[src/rtl/bsl_pkg.sv]
package bsl_pkg;
  typedef enum logic {
    ST_IDLE = 1'b0,
    ST_SEND = 1'b1
  } tx_state_e;

  // header bits in send order: acknowledge, start, control
  localparam int          HDR_W    = 3;
  localparam logic [2:0]  HDR_BITS = 3'b010;
  // flag bits after the data word
  localparam int          FLAG_W   = 2;
endpackage

[src/rtl/bsl_mclk_sync.sv]
module bsl_mclk_sync #(
  parameter int SYNC_STAGES = 2
) (
  input  logic clk,
  input  logic rst_n,
  input  logic mclk_i,
  output logic lvl_o,
  output logic rise_o,
  output logic fall_o
);
  logic [SYNC_STAGES-1:0] sync_q, sync_d;
  logic                   prev_q;

  always_comb begin
    sync_d = {sync_q[SYNC_STAGES-2:0], mclk_i};
  end

  always_ff @(posedge clk or negedge rst_n) begin
    if (!rst_n) begin
      sync_q <= '1;
      prev_q <= 1'b1;
    end else begin
      sync_q <= sync_d;
      prev_q <= sync_q[SYNC_STAGES-1];
    end
  end

  assign lvl_o  = sync_q[SYNC_STAGES-1];
  assign rise_o = lvl_o & ~prev_q;
  assign fall_o = ~lvl_o & prev_q;
endmodule

[src/rtl/bsl_frame_build.sv]
module bsl_frame_build
  import bsl_pkg::*;
#(
  parameter int          DATA_W   = 12,
  parameter int          RES_W    = 4,
  parameter int          CRC_W    = 6,
  parameter logic [5:0]  CRC_POLY = 6'h03,
  localparam int         PAY_W    = DATA_W + FLAG_W,
  localparam int         FRAME_W  = HDR_W + PAY_W + CRC_W
) (
  input  logic [DATA_W-1:0]  pos_i,
  input  logic [RES_W-1:0]   res_i,
  input  logic               err_i,
  output logic [FRAME_W-1:0] frame_o
);
  int                eff_res;
  logic [DATA_W-1:0] word;
  logic [PAY_W-1:0]  payload;
  logic [CRC_W-1:0]  crc;
  logic              fb;

  always_comb begin
    if (int'(res_i) == 0 || int'(res_i) > DATA_W) eff_res = DATA_W;
    else                                          eff_res = int'(res_i);
  end

  for (genvar g = 0; g < DATA_W; g++) begin : g_mask
    assign word[g] = pos_i[g] & (g < eff_res);
  end

  assign payload = {word, ~err_i, 1'b1};

  always_comb begin
    crc = '0;
    fb  = 1'b0;
    for (int i = PAY_W - 1; i >= 0; i--) begin
      fb  = payload[i] ^ crc[CRC_W-1];
      crc = {crc[CRC_W-2:0], 1'b0} ^ (fb ? CRC_POLY[CRC_W-1:0] : '0);
    end
  end

  assign frame_o = {HDR_BITS, payload, ~crc};
endmodule

[src/rtl/bsl_timeout.sv]
module bsl_timeout #(
  parameter int TIMEOUT_CYC = 40,
  localparam int CNT_W = $clog2(TIMEOUT_CYC + 1)
) (
  input  logic clk,
  input  logic rst_n,
  input  logic run_i,
  input  logic edge_i,
  output logic hit_o
);
  localparam logic [CNT_W-1:0] CNT_MAX = CNT_W'(TIMEOUT_CYC);

  logic [CNT_W-1:0] cnt_q, cnt_d;
  logic             cnt_en;

  always_comb begin
    cnt_en = 1'b0;
    cnt_d  = cnt_q;
    if (!run_i || edge_i) begin
      cnt_en = 1'b1;
      cnt_d  = '0;
    end else if (cnt_q != CNT_MAX) begin
      cnt_en = 1'b1;
      cnt_d  = cnt_q + 1'b1;
    end
  end

  always_ff @(posedge clk or negedge rst_n) begin
    if (!rst_n)      cnt_q <= '0;
    else if (cnt_en) cnt_q <= cnt_d;
  end

  assign hit_o = (cnt_q == CNT_MAX);
endmodule

[src/rtl/bsl_slave_tx.sv]
module bsl_slave_tx
  import bsl_pkg::*;
#(
  parameter int         DATA_W      = 12,
  parameter int         RES_W       = $clog2(DATA_W + 1),
  parameter int         CRC_W       = 6,
  parameter logic [5:0] CRC_POLY    = 6'h03,
  parameter int         TIMEOUT_CYC = 40,
  parameter int         SYNC_STAGES = 2
) (
  input  logic              clk,
  input  logic              rst_n,
  input  logic              mclk_i,
  input  logic [DATA_W-1:0] pos_i,
  input  logic [RES_W-1:0]  res_i,
  input  logic              err_i,
  output logic              sdo_o
);
  localparam int FRAME_W = HDR_W + DATA_W + FLAG_W + CRC_W;

  logic [1:0] rst_pipe_q;
  logic       rst_sync_n;

  always_ff @(posedge clk or negedge rst_n) begin
    if (!rst_n) rst_pipe_q <= 2'b00;
    else        rst_pipe_q <= {rst_pipe_q[0], 1'b1};
  end
  assign rst_sync_n = rst_pipe_q[1];

  logic ma_lvl, ma_rise, ma_fall, to_hit;
  logic [FRAME_W-1:0] frame;

  bsl_mclk_sync #(.SYNC_STAGES(SYNC_STAGES)) u_sync (
    .clk(clk), .rst_n(rst_sync_n), .mclk_i(mclk_i),
    .lvl_o(ma_lvl), .rise_o(ma_rise), .fall_o(ma_fall)
  );

  bsl_frame_build #(
    .DATA_W(DATA_W), .RES_W(RES_W), .CRC_W(CRC_W), .CRC_POLY(CRC_POLY)
  ) u_build (
    .pos_i(pos_i), .res_i(res_i), .err_i(err_i), .frame_o(frame)
  );

  tx_state_e          state_q, state_d;
  logic [FRAME_W-1:0] sh_q, sh_d;
  logic               sdo_q, sdo_d;
  logic               sh_en, sdo_en;

  bsl_timeout #(.TIMEOUT_CYC(TIMEOUT_CYC)) u_to (
    .clk(clk), .rst_n(rst_sync_n), .run_i(state_q == ST_SEND),
    .edge_i(ma_rise | ma_fall), .hit_o(to_hit)
  );

  always_comb begin
    state_d = state_q;
    sh_d    = sh_q;
    sdo_d   = sdo_q;
    sh_en   = 1'b0;
    sdo_en  = 1'b0;
    unique case (state_q)
      ST_IDLE: begin
        sdo_en = 1'b1;
        sdo_d  = 1'b1;
        if (ma_fall) begin
          sh_en   = 1'b1;
          sh_d    = frame;
          state_d = ST_SEND;
        end
      end
      ST_SEND: begin
        if (ma_rise) begin
          sdo_en = 1'b1;
          sdo_d  = sh_q[FRAME_W-1];
          sh_en  = 1'b1;
          sh_d   = {sh_q[FRAME_W-2:0], 1'b0};
        end else if (to_hit && ma_lvl) begin
          sdo_en  = 1'b1;
          sdo_d   = 1'b1;
          state_d = ST_IDLE;
        end
      end
      default: state_d = ST_IDLE;
    endcase
  end

  always_ff @(posedge clk or negedge rst_sync_n) begin
    if (!rst_sync_n) begin
      state_q <= ST_IDLE;
      sh_q    <= '0;
      sdo_q   <= 1'b1;
    end else begin
      state_q <= state_d;
      if (sh_en)  sh_q  <= sh_d;
      if (sdo_en) sdo_q <= sdo_d;
    end
  end

  assign sdo_o = sdo_q;
endmodule

[config.mk]
export PLATFORM = sky130hd
export DESIGN_NAME = bsl_slave_tx
export DESIGN_NICKNAME = d
export VERILOG_FILES = /design/src/rtl/bsl_pkg.sv /design/src/rtl/bsl_mclk_sync.sv /design/src/rtl/bsl_frame_build.sv /design/src/rtl/bsl_timeout.sv /design/src/rtl/bsl_slave_tx.sv
export SDC_FILE = /design/constraint.sdc
export NUM_CORES = 1
export LEC_CHECK = 0
export ABC_AREA = 0
export BUFFER_PORTS_ARGS = -buffer_cell sky130_fd_sc_hd__buf_2
export CAP_MARGIN = 10
export CELL_PAD_IN_SITES_DETAIL_PLACEMENT = 0
export CELL_PAD_IN_SITES_GLOBAL_PLACEMENT = 1
export CORE_ASPECT_RATIO = 1.2
export CORE_UTILIZATION = 35
export DETAILED_ROUTE_END_ITERATION = 10
export GPL_TIMING_DRIVEN = 1
export PLACE_DENSITY = 0.62
export SKIP_CTS_REPAIR_TIMING = 1
export SLEW_MARGIN = 0
export SYNTH_ARGS = -nofsm -noshare
export SYNTH_HDL_FRONTEND = slang
export SYNTH_SLANG_ARGS = --single-unit
[constraint.sdc]
create_clock -name clk -period 1.95 [get_ports clk]
set_clock_uncertainty 0.2 [all_clocks]
set_input_delay 0.195 -clock clk [delete_from_list [all_inputs] [get_ports clk]]
set_output_delay 0.195 -clock clk [all_outputs]
set_load 0.05 [all_outputs]
==> results of run 1 <==
[worst register-to-register path, stage by stage (launching register included)]
cell and delay (ns):
dfstp_2 0.59, inv_1 0.06, ha_1 0.27, buf_12 0.18, and3_1 0.17, a211oi_1 0.22, a21oi_1 0.06
[registers in the layout (all words and copies together) (netlist names)]
signal,flops
rst_pipe_q,2
sdo_o,1
sh_q,23
state_q,1
u_sync.prev_q,1
u_sync.sync_q,2
u_to.cnt_q,6
[per-stage QoR]
stage | hold slack [ns] | power [mW] | setup slack [ns] | utilization | cells
floorplan | -0.301 | 1.53 | -0.0982 | - | 247
global placement | -0.220 | 1.74 | -0.271 | 0.437 | 371
detailed placement | -0.213 | 1.74 | -0.318 | 0.437 | 371
CTS | -0.526 | 2.48 | -0.0209 | 0.456 | 379
global route | 0.0167 | 2.62 | -0.0473 | 0.463 | 381
finish | 0.0186 | 2.46 | 0.0347 | 0.463 | 381
[report_power, final]
part	switching [mW]	internal, mW	leakage (nW)
clock	0.278	0.452	0.0645
sequential	0.148	0.937	0.443
combinational	0.308	0.339	0.849
total	0.735	1.73	1.36
[cells in the final DEF, fill, tap and decap left out, types with 2 or more instances in the layout]
cell type,instances
dfstp_2,4
a211oi_1,10
o21ai_0,4
nor3b_1,2
a211o_1,2
nor2b_1,8
nand3_1,4
nand2_1,9
buf_4,32
o21bai_1,3
buf_12,4
a21boi_0,4
inv_1,7
o21ai_1,5
and3b_1,3
xnor2_1,7
nand3b_1,4
clkbuf_8,7
ha_1,4
mux2i_1,22
buf_2,20
o21a_1,4
dlygate4sd3_1,2
a31oi_1,3
a21oi_1,21
dfrtp_1,32
xnor3_1,2
nor2_1,17
xor2_1,10
nor3_1,5
and3_1,3
[cells by family after synthesis]
logic type / synth area share
other: 0.00155
AND/OR/NAND/NOR: 0.159
adder cells (fa/ha/maj): 0.0207
flip-flops: 0.375
buffers and inverters: 0.0502
AO/OA/AOI/OAI: 0.213
XOR/XNOR: 0.0900
multiplexers: 0.0910
[metal layers]
layer / track usage / part of all wire
met2: 0.288 / 0.50
met5: 0 / 0
met4: 0.0566 / 0.021
met3: 0.0205 / 0.021
met1: 0.211 / 0.46
[worst paths after layout]
| path | startpoint | end | slack [ns] |
|---|---|---|---|
| max in group asynchronous | rst_pipe_q[1] | u_sync.sync_q[0] | 1.12 |
| worst max register to register | u_sync.sync_q[1] | sh_q[17] | 0.08 |
| worst max-delay path | res_i[2] | sh_q[2] | 0.03 |
| worst min register to register | rst_pipe_q[1] | sh_q[7] | 0.08 |
| min in group clk | pos_i[0] | sh_q[8] | 0.03 |
| worst min-delay path | rst_n | rst_pipe_q[0] | 0.02 |
[final cells by class]
cell class                 instances  area [sq um]  area share
sequential                        36           906       0.298
tap                               85           106      0.0350
timing repair buffer              59           452       0.148
multi-input combinational        185          1420       0.467
clock inverter                     1          30.0     0.00987
clock buffer                       7          96.3      0.0317
inverter                           8          30.0     0.00987
==> results.md, run 1 <==
* Outcome: completed
* DR iter-0 viols at 72
* Critical path type: input port to flop
* DRC Markers at 0
* FF+latch count, synth at 36
* Worst path cell trace: buf_2 -> or3_4 -> nor4b_4 -> a2111oi_4 -> xnor3_1 -> xnor2_1 -> a21o_1
* Post-DP Area at 2870 sq um
* Std cell rows at 32
* Insertion delay to the later sink of the worst-skew pair at 0.29 ns
* Ranking of synthesized cells by area: dfrtp_1, mux2i_1, a21oi_1, dfstp_2, xor2_1
* Critical path's slowest cell: or3_4
* IO Count at 21
* Hpwl dp at 4150 um
* Clock Sinks at 36
* First-pass GRT wire length at 9380 um
* Final Instance Area at 3040 sq um
* Drt total wl at 5520 um
* ANT nets after route at 0
* Synth top area share at 0.331
* # fillers at 651
* Mapped Area at 2420 sq um
* YS warnings at 0
* Synth Flop Type: dfrtp_1
* Final nets at 319
* CTS buffer count at 5
* Overflow after GRT at 0
* Root Buffer: clkbuf_8
* CP bufs+invs at 1
* Critical path arrival at 1.89 ns
* Clk buf depth at 2
* CP peak stage delay at 0.42 ns
* Chip height at 93.1 um
* Drt first pass iters at 4
* Synth async-reset ratio at 1.00
* Register-to-Register Path Depth at 6
* Final Setup Violations at 0
* Max-Cap Viols at 0
* Initial antenna violation count at 0
* Initial Utilization at 0.368
* Post-layout min period at 1.92 ns
* Vias at 1,937
* Sum Neg Setup Slack at 0 ns
* Die area at 7250 sq um
* Hold Vio Cnt, Final at 0
* Part of the Yosys area used for sequential elements at 0.375
* Post-synth top cells: dfrtp_1, mux2i_1, a21oi_1
* Synthesized area per cell at 9.79 sq um
* Power per cell area at 810 nW/um^2
* Most frequent cell after synthesis: dfrtp_1
* Core Region at 6570 sq um
* Crit-path leading delay family: simple AND/OR/NAND/NOR gates
* Post-DR wirelength/cell at 14.5 um
* H-Tree Depth at 2
* Placer Congestion at 0.780
* Diode count at 0
* Syn nets at 271
* CTS tree: built
* Final Max Slew Viols at 0
* Share of cells above drive strength 1 at 0.274
* Final period util at 0.982
* Synth unique cells at 59
* Unrepaired setup endpoints after global routing: yes
* GRT Total Usage at 0.166
* Critical path peak fanout at 6
* Total leakage power at 1.36 nW
* Cells after Synth at 247
* Startpoint types: input port
* CP Capture Type: flop
* Worst path required time at 1.93 ns
* P&R area growth vs syn at 25.8%
* Peak supply drop at 0.417 mV
* Vias per cell at 5.08
* CP Depth at 7
* Largest net degree at the start of global routing at 35
* Die width at 77.9 um
* Post-synth top area cell: dfrtp_1
* Vias in the first global route at 1,906
* # port buffers at 20
* EDFF count, synth at 0
* Max Clock Freq at 0.522 GHz
* Clock slew at reported path FFs at 0.07 ns
* Hold WC Path Type: input port to asynchronous set/reset pin
Note: power is estimated with default switching activity, not from simulation.
==> run 2, diff against run 1 <==
==> constraint.sdc (replaced) <==
create_clock -name clk -period 2.48 [get_ports clk]
set_clock_uncertainty 0.2 [all_clocks]
set_input_delay 0.248 -clock clk [delete_from_list [all_inputs] [get_ports clk]]
set_output_delay 0.248 -clock clk [all_outputs]
set_load 0.005 [all_outputs]
==> run 2 against run 1 <==
Against the previous run: combinational power shrank 31%; non-clock buffer count shrank 25; final cell count shrank 6.6%; sequential cell count is the same; total power shrank 30%; critical path depth is the same; clock-buffer cell count shrank 1; sequential share of layout area grew 3.3 points; via count shrank 4.5%; critical path type unchanged; highest routed layer unchanged.
==> results.md, run 2 (synthesized netlist as in run 1, its figures left out) <==
* Largest regs: sh_q x23, u_to.cnt_q x6
* Final period util at 0.825
* Clock Sinks at 36
* Top reg by flops: sh_q
* Critical path's slowest cell: or3_4
* Vias per cell at 5.20
* CP peak stage delay at 0.45 ns
* Hold Vio Cnt, Final at 0
* Max-Cap Viols at 0
* Power per cell area at 634 nW/um^2
* Die area at 7250 sq um
* Peak supply drop at 0.247 mV
* CTS tree: built
* IO Count at 21
* Startpoint types: input port
* Placer Congestion at 0.806
* Post-DR wirelength/cell at 14.9 um
* Final Max Slew Viols at 0
* Most common cell on crit path: xnor3_1
* Commonest non-fill, non-tap cell in the layout: dfrtp_1
* First-pass GRT wire length at 9160 um
* Vias at 1,850
* Largest net degree at the start of global routing at 35
* DRC Markers at 0
* Max reg flops at 23
* Vias in the first global route at 1,829
* Critical path type: input port to flop
* Core Region at 6570 sq um
* Max Clock Freq at 0.489 GHz
* Std cell rows at 32
* Clk buf depth at 2
* Hold WC Path Type: flop to asynchronous set/reset pin
* Final nets at 294
* # port buffers at 20
* Root Buffer: clkbuf_8
* Initial antenna violation count at 0
* Initial Utilization at 0.368
* Die width at 77.9 um
* Critical path peak fanout at 14
* P&R area growth vs syn at 13.1%
* H-Tree Depth at 2
* Unrepaired setup endpoints after global routing: no
* DR iter-0 viols at 71
* Most frequent cells in the layout: dfrtp_1, mux2i_1, a21oi_1, buf_2, nor2_1
* CTS buffer count at 5
* Critical path arrival at 2.03 ns
* Hpwl dp at 3810 um
* # fillers at 692
* Clock slew at reported path FFs at 0.07 ns
* Chip height at 93.1 um
* ANT nets after route at 0
* Diode count at 0
* Final Setup Violations at 0
* Drt total wl at 5300 um
* Slew margin rel. at 0.592
* Final hold slack at 0.0729 ns
* Total power at 1.74 mW
* Worst path cell trace: buf_2 -> or3_4 -> a21boi_4 -> xnor3_1 -> xnor3_1 -> xnor2_1 -> a21o_1
* Drt first pass iters at 4
* Sum Neg Setup Slack at 0 ns
* Setup slack after layout at 0.434 ns
* Overflow after GRT at 0
* Post-layout min period at 2.05 ns
* Outcome: completed
* Pre-CTS WS at 0.136 ns
* Slew @ Worst Pin at 0.612 ns
* CP Capture Type: flop
* Insertion delay to the later sink of the worst-skew pair at 0.29 ns
* Total leakage power at 1.19 nW
* Share of cells above drive strength 1 at 0.196
* Worst path required time at 2.46 ns
* GRT Total Usage at 0.163
## run 2: report_power, final
group / leakage [nW] / total (mW) / internal [mW] / switching, mW
Sequential: 0.443 / 0.857 / 0.737 / 0.120
Clock: 0.0510 / 0.433 / 0.222 / 0.211
Combinational: 0.696 / 0.446 / 0.231 / 0.215
Total: 1.19 / 1.74 / 1.19 / 0.546
## run 2: layout make-up
type | count | area (sq um) | area share
timing repair buffer | 34 | 210 | 0.0768
multi-input combinational | 185 | 1390 | 0.508
clock inverter | 2 | 10.0 | 0.00366
clock buffer | 6 | 82.6 | 0.0302
sequential | 36 | 906 | 0.331
tap | 85 | 106 | 0.0389
inverter | 8 | 30.0 | 0.0110
## run 2: final timing paths
| check | slack, ns | startpoint | cells after the start | endpoint |
|---|---|---|---|---|
| setup / recovery | 0.43 | res_i[2] | 7 | sh_q[2] |
| hold / removal | 0.07 | rst_pipe_q[1] | 1 | sh_q[7] |
| setup reg to reg | 0.46 | u_sync.prev_q | 6 | sh_q[4] |
| hold reg to reg | 0.07 | rst_pipe_q[1] | 1 | sh_q[7] |
| max in group asynchronous | 1.66 | rst_pipe_q[1] | 1 | u_sync.sync_q[0] |
| min in group clk | 0.09 | pos_i[0] | 3 | sh_q[8] |
## run 2: per-layer routing
layer / part of all wire / up-vias / wire, um / global-route usage
met2: 0.48 / 25 / 2570 / 0.271
met4: 0.018 / 0 / 94 / 0.0613
met5: 0 / - / 0 / 0
met3: 0.014 / 6 / 75 / 0.0205
met1: 0.48 / 883 / 2570 / 0.214
li1: - / 936 / - / -
## run 2: per-stage QoR
step	std cells	util	instance area, sq um
floorplan	247	-	2420
global placement	346	0.400	2620
detailed placement	346	0.400	2620
CTS	354	0.414	2720
global route	356	0.417	2740
finish	356	0.417	2740
## run 2: critical path: cells and delay by family
family	cells	cell delay (ns)
XOR/XNOR	3	0.79
AND/OR/NAND/NOR	1	0.45
AO/OA/AOI/OAI	2	0.36
buffers and inverters	1	0.19
==> run 3, diff against run 2 <==
--- a/config.mk
+++ b/config.mk
@@ -5,7 +5,7 @@
 export SDC_FILE = /design/constraint.sdc
 export NUM_CORES = 1
 export LEC_CHECK = 0
-export ABC_AREA = 0
+export ABC_AREA = 1
 export BUFFER_PORTS_ARGS = -buffer_cell sky130_fd_sc_hd__buf_2
 export CAP_MARGIN = 10
 export CELL_PAD_IN_SITES_DETAIL_PLACEMENT = 0
@@ -14,7 +14,7 @@
 export CORE_UTILIZATION = 35
 export DETAILED_ROUTE_END_ITERATION = 10
 export GPL_TIMING_DRIVEN = 1
-export PLACE_DENSITY = 0.62
+export PLACE_DENSITY = 0.66
 export SKIP_CTS_REPAIR_TIMING = 1
 export SLEW_MARGIN = 0
 export SYNTH_ARGS = -nofsm -noshare
==> constraint.sdc (replaced) <==
create_clock -name clk -period 2 [get_ports clk]
set_clock_uncertainty 0.2 [all_clocks]
set_input_delay 0.2 -clock clk [delete_from_list [all_inputs] [get_ports clk]]
set_output_delay 0.2 -clock clk [all_outputs]
set_load 0.005 [all_outputs]
==> run 3 against run 2 <==
Against the previous run: combinational power decreased by 4%; die area decreased by 9.7%; sequential power increased by 6.0%; area after synthesis decreased by 9.9%; non-clock buffer count decreased by 2; critical path depth increased by 1; worst hold slack got worse by 0.051 ns; critical path type is now flop to flop; highest routed layer unchanged.
==> results.md, run 3 <==
* Post-layout min period at 1.85 ns
* FF+latch count, synth at 36
* Setup slack after layout at 0.147 ns
* H-Tree Depth at 2
* Drt first pass iters at 4
* Clock Sinks at 36
* Part of the Yosys area used for sequential elements at 0.416
* # port buffers at 20
* Hold depth at 3
* Most frequent cells in the layout: nand2_1, inv_1, dfrtp_1, nand3_1, o21ai_0
* Drt total wl at 4890 um
* Share of cells above drive strength 1 at 0.182
* DRC Markers at 0
* DR iter-0 viols at 61
* Final Max Slew Viols at 0
* Synth Flop Type: dfrtp_1
* Finished Layout Cells at 412
* Peak supply drop at 0.668 mV
* Most frequent cell after synthesis: nand2_1
* Critical path's slowest cell: dfstp_2
* Root Buffer: clkbuf_8
* Total leakage power at 1.32 nW
* Mapped Area at 2180 sq um
* Die area at 6540 sq um
* Register area at 906 sq um
* Post-synthesis xor/xnor area fraction at 0.0281
* Capturing point of the worst reg2reg path: sh_q[13]
* CP Capture Type: flop
* Post-Synth Simple-Gate Area at 0.315
* Critical path peak fanout at 13
* Max reg flops at 23
* Clock slew at reported path FFs at 0.07 ns
* Hpwl dp at 3750 um
* Insertion delay to the later sink of the worst-skew pair at 0.28 ns
* Max-Cap Viols at 0
* Overflow after GRT at 0
* Clk buf depth at 2
* FF-to-FF Start: u_sync.prev_q
* Worst path cell trace: inv_1 -> ha_1 -> nand2_1 -> nand2_1 -> inv_1 -> a21oi_1 -> o21ai_0 -> o21ai_0
* EDFF count, synth at 0
* Pre-CTS WS at 0.000181 ns
* Std cell rows at 31
* Worst path required time at 1.95 ns
* Hold path endpoint: sh_q[10]
* YS warnings at 0
* Initial antenna violation count at 0
* Hold Vio Cnt, Final at 0
* Startpoint types: flop
* ANT nets after route at 0
* Ranking of synthesized cells by area: dfrtp_1, nand2_1, inv_1, nand3_1, o21ai_0
* Synth async-reset ratio at 1.00
* Sum Neg Setup Slack at 0 ns
* First-pass GRT wire length at 8540 um
* Initial Utilization at 0.362
* Post-DR wirelength/cell at 11.9 um
* Diode count at 0
* Max Clock Freq at 0.540 GHz
* Vias per cell at 4.60
* Register-to-Register Path Depth at 8
* Power per cell area at 791 nW/um^2
* Synth Area in Compound Gates at 0.124
* Largest net degree at the start of global routing at 30
* Final nets at 353
* Largest regs: sh_q x23, u_to.cnt_q x6
* Combinational family with the most area after synthesis: simple AND/OR/NAND/NOR gates
* Post-synth top area cell: dfrtp_1
* Vias at 1,895
* Cells after Synth at 297
* DP Cell Count at 401
* Post-synth top cells: nand2_1, inv_1, dfrtp_1
* Post-DP Area at 2400 sq um
* Syn nets at 321
* Unrepaired setup endpoints after global routing: no
* Die width at 74.0 um
* Outcome: completed
* R2R setup slack at 0.15 ns
* Commonest non-fill, non-tap cell in the layout: nand2_1
* Hold WC Path Type: input port to flop
* Synth unique cells at 32
* IO Count at 21
* Core Region at 6010 sq um
* Chip height at 88.4 um
* Adder-cell area share of the yosys netlist at 0.0230
* # fillers at 628
* CTS buffer count at 5
* Total power at 2.02 mW
* Final core occ at 0.426
* Critical path arrival at 1.81 ns
* Final hold slack at 0.0223 ns
* Vias in the first global route at 1,856
* GRT Total Usage at 0.172
* Worst min-delay path startpoint: pos_i[2]
* Final Setup Violations at 0
* CP peak stage delay at 0.53 ns
* Top reg by flops: sh_q
* Multi-input gate area at 1070 sq um
* Critical path type: flop to flop
* P&R area growth vs syn at 17.5%
* Synth top area share at 0.368
* Final period util at 0.927
* Mux contribution to synthesized area at 0
* Placer Congestion at 0.763
* CTS tree: built
* Final Instance Area at 2560 sq um
* Synthesized area per cell at 7.33 sq um
-- run 3: changes by cell type in the layout (fill, tap and decap cells not counted), sizes merged, moves of 5 or more --
cell / before / now
o21ai: 9 / 27
a211oi: 10 / 0
mux2i: 22 / 0
nand2: 9 / 102
nor2b: 8 / 0
a21oi: 21 / 7
inv: 7 / 39
o21a: 5 / 0
a21boi: 5 / 0
nand3: 4 / 29
o211ai: 0 / 8
xnor2: 7 / 1
-- run 3: layout make-up --
class,instances,area share
flip-flops and latches,36,0.354
well taps,82,0.0401
multi-input cells,213,0.419
clock buffers,7,0.0377
inverters,41,0.0606
repair buffers,32,0.0773
clock inverters,1,0.0117
-- run 3: kinds of logic after synthesis --
group,count (synthesis)
AND/OR/NAND/NOR,155
buffers and inverters,48
AO/OA/AOI/OAI,46
flip-flops,36
XOR/XNOR,7
adder cells (fa/ha/maj),4
other,1
-- run 3: worst max-delay path: cells and delay by family, from the launching register on --
kind	cells	cell delay [ns]
adder cells (fa/ha/maj)	1	0.20
AO/OA/AOI/OAI	3	0.27
AND/OR/NAND/NOR	2	0.16
buffers and inverters	2	0.36
flip-flops	1	0.53
-- run 3: how the worst max path moves through the flow --
stage | from | to | slack, ns | cells past startpoint
floorplan | u_sync.sync_q[1] | state_q | 0.23 | 8
global placement | res_i[2] | sh_q[1] | 0.02 | 16
detailed placement | res_i[1] | sh_q[3] | 0.0002 | 12
CTS | u_sync.prev_q | sh_q[13] | 0.13 | 8
global route | u_sync.prev_q | sh_q[13] | 0.007 | 8
finish | u_sync.prev_q | sh_q[13] | 0.15 | 8
-- run 3: layer usage --
layer | GRT usage | wire (um) | vias up
met3 | 0.0296 | 120 | 8
li1 | - | - | 1010
met2 | 0.285 | 2270 | 26
met5 | 0 | 0 | -
met4 | 0.0647 | 94 | 0
met1 | 0.224 | 2400 | 851
-- run 3: report_power, final --
group | internal, mW | switching, mW
combinational | 0.163 | 0.265
sequential | 0.858 | 0.0501
clock | 0.440 | 0.247
